## src/rtl/pclk_rate_gen.sv

```systemverilog
module pclk_rate_gen #(
  parameter int unsigned NPER     = 7,
  parameter int unsigned DIV_STD  = 12,
  parameter int unsigned AW       = 8,
  parameter logic [7:0]  CTL_ADDR = 8'h8F
) (
  input  logic            clk,
  input  logic            rst_n,
  input  logic            cfg_dbl,
  input  logic [AW-1:0]   sfr_addr,
  input  logic            sfr_we,
  input  logic [NPER:0]   sfr_wdata,
  output logic [NPER:0]   sfr_rdata,
  output logic            cpu_en,
  output logic [NPER-1:0] per_en
);
  localparam int unsigned HALF = DIV_STD / 2;
  localparam int unsigned CW   = $clog2(DIV_STD);

  logic [CW-1:0]   cnt;
  logic [NPER:0]   ctl, act;
  logic [NPER-1:0] per_d;

  wire            addr_hit = (sfr_addr == AW'(CTL_ADDR));
  wire            wr_hit   = sfr_we && addr_hit;
  wire            wrap     = (cnt == CW'(DIV_STD - 1));
  wire            ph0      = (cnt == '0);
  wire            phh      = (cnt == CW'(HALF));
  wire [NPER:0]   ctl_nxt  = wr_hit ? sfr_wdata : ctl;
  wire [NPER:0]   rst_val  = {{NPER{1'b0}}, cfg_dbl};

  assign sfr_rdata = addr_hit ? ctl : '0;

  for (genvar i = 0; i < NPER; i++) begin : g_per
    assign per_d[i] = ph0 | (act[0] & ~act[i+1] & phh);
  end

  always_ff @(posedge clk) begin
    if (!rst_n) begin
      cnt    <= '0;
      ctl    <= rst_val;
      act    <= rst_val;
      cpu_en <= 1'b0;
      per_en <= '0;
    end else begin
      cnt    <= wrap ? '0 : cnt + CW'(1);
      ctl    <= ctl_nxt;
      if (wrap) act <= ctl_nxt;
      cpu_en <= ph0 | (act[0] & phh);
      per_en <= per_d;
    end
  end
endmodule

```

## config.mk

```make
export PLATFORM = sky130hd
export DESIGN_NAME = pclk_rate_gen
export DESIGN_NICKNAME = d
export VERILOG_FILES = /design/src/rtl/pclk_rate_gen.sv
export SDC_FILE = /design/constraint.sdc
export NUM_CORES = 1
export LEC_CHECK = 0
export BUFFER_PORTS_ARGS = -buffer_cell sky130_fd_sc_hd__buf_2
export CAP_MARGIN = 20
export CORE_MARGIN = 3
export CORE_UTILIZATION = 50
export CTS_CLUSTER_DIAMETER = 100
export DETAILED_ROUTE_END_ITERATION = 12
export PLACE_DENSITY = 0.74
export SLEW_MARGIN = 25
export SYNTH_ARGS = -nofsm -noshare
export SYNTH_HDL_FRONTEND = slang
export SYNTH_SLANG_ARGS = --single-unit
```

## constraint.sdc

```tcl
create_clock -name clk -period 1.7 [get_ports clk]
set_input_delay 0.255 -clock clk [delete_from_list [all_inputs] [get_ports clk]]
set_output_delay 0.255 -clock clk [all_outputs]
set_load 0.05 [all_outputs]
```

# Word level (Yosys, flattened, before mapping)
# Cells that the tools add are included.
# classes
n_addsub	1
eq_ne	4
n_mux	5
bitwise	31
n_reduce_logical	3
# ops
op	count
8-bit two-way mux	2
1-bit AND	15
8-bit == test (second input constant)	1
1-bit inverter	8
1-bit bitwise OR	8
4-bit by 1-bit adder with 4-bit output (second input constant)	1
4-bit by 3-bit == test with 1-bit output (second input constant)	1
4-bit == test (second input constant)	1
4-bit logical NOT	1
1-bit two-way mux	3
2-bit by 1-bit inequality test with 1-bit output (second input constant)	1
2-bit OR reduction	1
1-bit logical AND	1
# word_totals
ff_bits	28
input_bits	20
output_inout_bits	16
wordCells	51

# Logic depth before layout (Yosys ltp)
# logic_depth
ltp_word	5
depth_mapped	5
depth_no_buf	5

# Worst setup path after synthesis
# Ideal clock, no wire load.
# synth_path
path_kind	input-to-output
startpoint	in sfr_addr[4]
endpoint	out sfr_rdata[0]
arrival_ns	1.285
required_time_ns	1.445
setup_slack_ns	0.160
path_stages	3
n_path_buf	1
cell_sequence	and4bb_2 > clkbuf_1 > and3_1
# synth_between
elab_chain_len	2
# synth_rtl
item	line	source
from (decl)	10	input logic [AW-1:0] sfr_addr,
8-bit == test	24	wire addr_hit = (sfr_addr == AW'(CTL_ADDR));
8-bit two-way mux	32	assign sfr_rdata = addr_hit ? ctl : '0;
to (decl)	13	output logic [NPER:0] sfr_rdata,
# Every way passes these cells.

# Worst setup path after layout
# layout_path
startpoint	in sfr_addr[6]
endpoint	out sfr_rdata[6]
# The elaborated chain is that of the path after synthesis.

==> impl_metrics.tcl <==
set metrics [dict create \
    p_switching_uw 347.4 \
    first_global_vias 1061 \
    pwr-share-comb_pct 16.0 \
    maxSlewHeadroom_pct 77.86 \
    synth_compound_area_share_pct 22.99 \
    drc 0 \
    synth_area_leaders "dfxtp_1 42%, a21oi_1 5.4%, a311oi_1 4.8%" \
    ys.flop_type "dfxtp_1" \
    synth_xor_area_share_pct 1.358 \
    antenna_found_initial 0 \
    critPathKind "primary input to primary output" \
    clkPwrFrac_pct 29.0 \
    port_buffers 35 \
    r2r_end "act[5]" \
    cts.sinks 28 \
    yosysWarnings 0 \
    place_congestion 0.8006 \
    regToRegSetupSlack_ns 0.31 \
    setup_viol 0 \
    nets 192 \
    fmax_mhz 645.6 \
    root_buffer "clkbuf_4" \
    initial_core_util_pct 55.64 \
    synth_cells 134 \
    p_total_mw 1.278 \
    min_to "ctl[3]" \
    critPathSlowestCell "and4b_1" \
    holdCritStartpoint "sfr_wdata[3]" \
    cts_tree "built" \
    htreeDepth 1 \
    r2r_cells 4 \
    clk_latency_ns 0.33 \
    rsz0062_at_grt "false" \
    dp_hpwl_um 2020 \
    clkTransAtPathRegs_ns 0.14 \
    power_density_nw_per_um2 844.4 \
    synth_top_family_by_area "compound AO/OA/AOI/OAI gates" \
    whs_ns 0.1975 \
    worstSetupStartpointType "primary input" \
    max_stage_delay_ns 0.31 \
    drive_gt1_share_pct 28.57 \
    grt_max_degree 17 \
    grt_pass1_wl_um 4650 \
    boundaryPins 36 \
    drtIter0Drc 31 \
    hold_viol_final 0 \
    finalSetupTns_ns 0 \
    synth_seq_cells 28 \
    routed_wl_um 2612 \
    fin_crit_ns 1.549 \
    hold_path.class "primary input to flop" \
    maxCapViolations 0 \
    fin_crit_sh_pct 91.11 \
    synthAdderAreaFrac_pct 2.910 \
    syn_to_final_growth_pct 17.36 \
    avgSynthCellArea_um2 9.627 \
    min_path_cells 3 \
    crit_arrival_ns 1.29 \
    num_vias 1106 \
    via_per_inst 5.643 \
    grt_overflow 0 \
    num_antenna_cells 0 \
    cts_buffers 3 \
    synth_edf_count 1 \
    intPower_uw 931.0 \
    yosys.cell_types.count 34 \
    core_area_um2 2318 \
    crit_top_cell "buf_2" \
    cts_setup_buffers 0 \
    synthArstFlopShare_pct 0 \
    layout_commonest_cell "buf_2" \
    fp-row-count 17 \
    slew_viol_final 0 \
    leakage_nw 0.7253 \
    layout_common_cells "35 x buf_2, 27 x dfxtp_1, 14 x a21oi_1" \
    ys_seq_area_share_pct 44.23 \
    critical_path.startpoint "sfr_addr[6]" \
    path_max_fanout 12 \
    synth_top_area_cell "dfxtp_1" \
    ant_nets 0 \
    route.detailed.wl_per_inst_um 13.33 \
    dieArea_um2 3226 \
    tightest_slew_ns 0.3310 \
    synthMuxAreaShare_pct 0 \
    ctsResizeCount 0 \
    finClkSkew_ns 0.003767 \
    synth_fp_nets 157 \
    endpoint_kind "primary output" \
    chipWidth_um 56.80 \
    switching_share_pct 27.18 \
    groute.usage.overall_pct 18.11 \
    status "complete, no violations" \
    ir_drop_mv 0.5446 \
    ctsLongestPathBuffers 2 \
    crit_required_ns 1.44 \
    r2r_start "cnt[0]" \
    synth_top_area_share_pct 41.90 \
    die_h_um 56.80 \
    seqPwrFrac_pct 55.0 \
    netlist_area_um2 1290 \
    crit_chain "buf_2 -> and4b_1 -> buf_4 -> and3_1 -> buf_2" \
    synthSimpleGateAreaFrac_pct 21.53 \
    postCtsHoldBufs 0 \
    drt_pass1_iterations 4 \
]
## worst max-delay path by stage
stage | endpoint | slack [ns]
6_report | sfr_rdata[6] | 0.15
5_1_grt | sfr_rdata[6] | 0.1
4_1_cts | sfr_rdata[6] | 0.16
3_5_place_dp | act[0] | 0.14
3_3_place_gp | act[0] | 0.16
2_1_floorplan | sfr_rdata[0] | 0.16
## cells in the mapped netlist (2+ instances only)
| master | count |
|---|---|
| inv_1 | 5 |
| a21oi_1 | 14 |
| a311oi_1 | 7 |
| o21ai_0 | 7 |
| buf_4 | 3 |
| and3_1 | 9 |
| o31ai_1 | 7 |
| clkbuf_1 | 2 |
| clkbuf_2 | 2 |
| ha_1 | 3 |
| dfxtp_1 | 27 |
| nand3_1 | 2 |
| nand2_1 | 3 |
| nand4_1 | 7 |
| nor2_1 | 11 |
| a211oi_1 | 7 |
## final cells by class
class / instances / area, um^2
Multi-Input combinational cell: 91 / 629.4
Inverter: 5 / 18.77
Sequential cell: 28 / 570.5
Tap cell: 28 / 35.03
Clock buffer: 4 / 47.55
Timing Repair Buffer: 40 / 212.7
Fill cell: 211 / 804.5
## metrics by stage
stage          setup slack [ns]  utilization, %  std cells  area, um^2
2_1_floorplan            0.1596               -        134        1290
3_3_place_gp             0.1617           63.25        192        1466
3_5_place_dp             0.1424           63.25        192        1466
4_1_cts                  0.1563           65.30        196        1514
5_1_grt                 0.09579           65.30        196        1514
6_report                 0.1511           65.30        196        1514
## routing by layer
metal  track usage (%)  share of wire [%]  vias up
met2             30.03                 48       36
met3             3.218                5.9        4
li1                  -                  -      576
met1             21.97                 44      490
met5                 0                  0        -
met4             9.934                2.1        0
## worst max-delay path, delay by kind of cell
| family | cells | cell delay, ns |
|---|---|---|
| AND/OR/NAND/NOR | 2 | 0.48 |
| buffers and inverters | 3 | 0.56 |
## logic make-up (layout without fill, tap and decap cells)
family          Yosys count  in the layout
compound gates           45             45
simple gates             41             41
flops                    28             28
buf+inv                  15             49
fa+ha+maj                 3              3
xor+xnor                  2              2
## sequential cells by signal (all words and copies together) (netlist names)
| register | count |
|---|---|
| per_en | 7 |
| act | 8 |
| cpu_en | 1 |
| cnt | 4 |
| ctl | 8 |
## power groups by stage
stage	Sequential, mW	Clock [mW]	Combinational [mW]
2_1_floorplan	0.789	0	0.0734
3_3_place_gp	0.717	0	0.200
3_5_place_dp	0.718	0	0.204
4_1_cts	0.704	0.382	0.205
5_1_grt	0.709	0.416	0.223
6_report	0.704	0.371	0.204
Note: power is estimated with default switching activity, not from simulation.
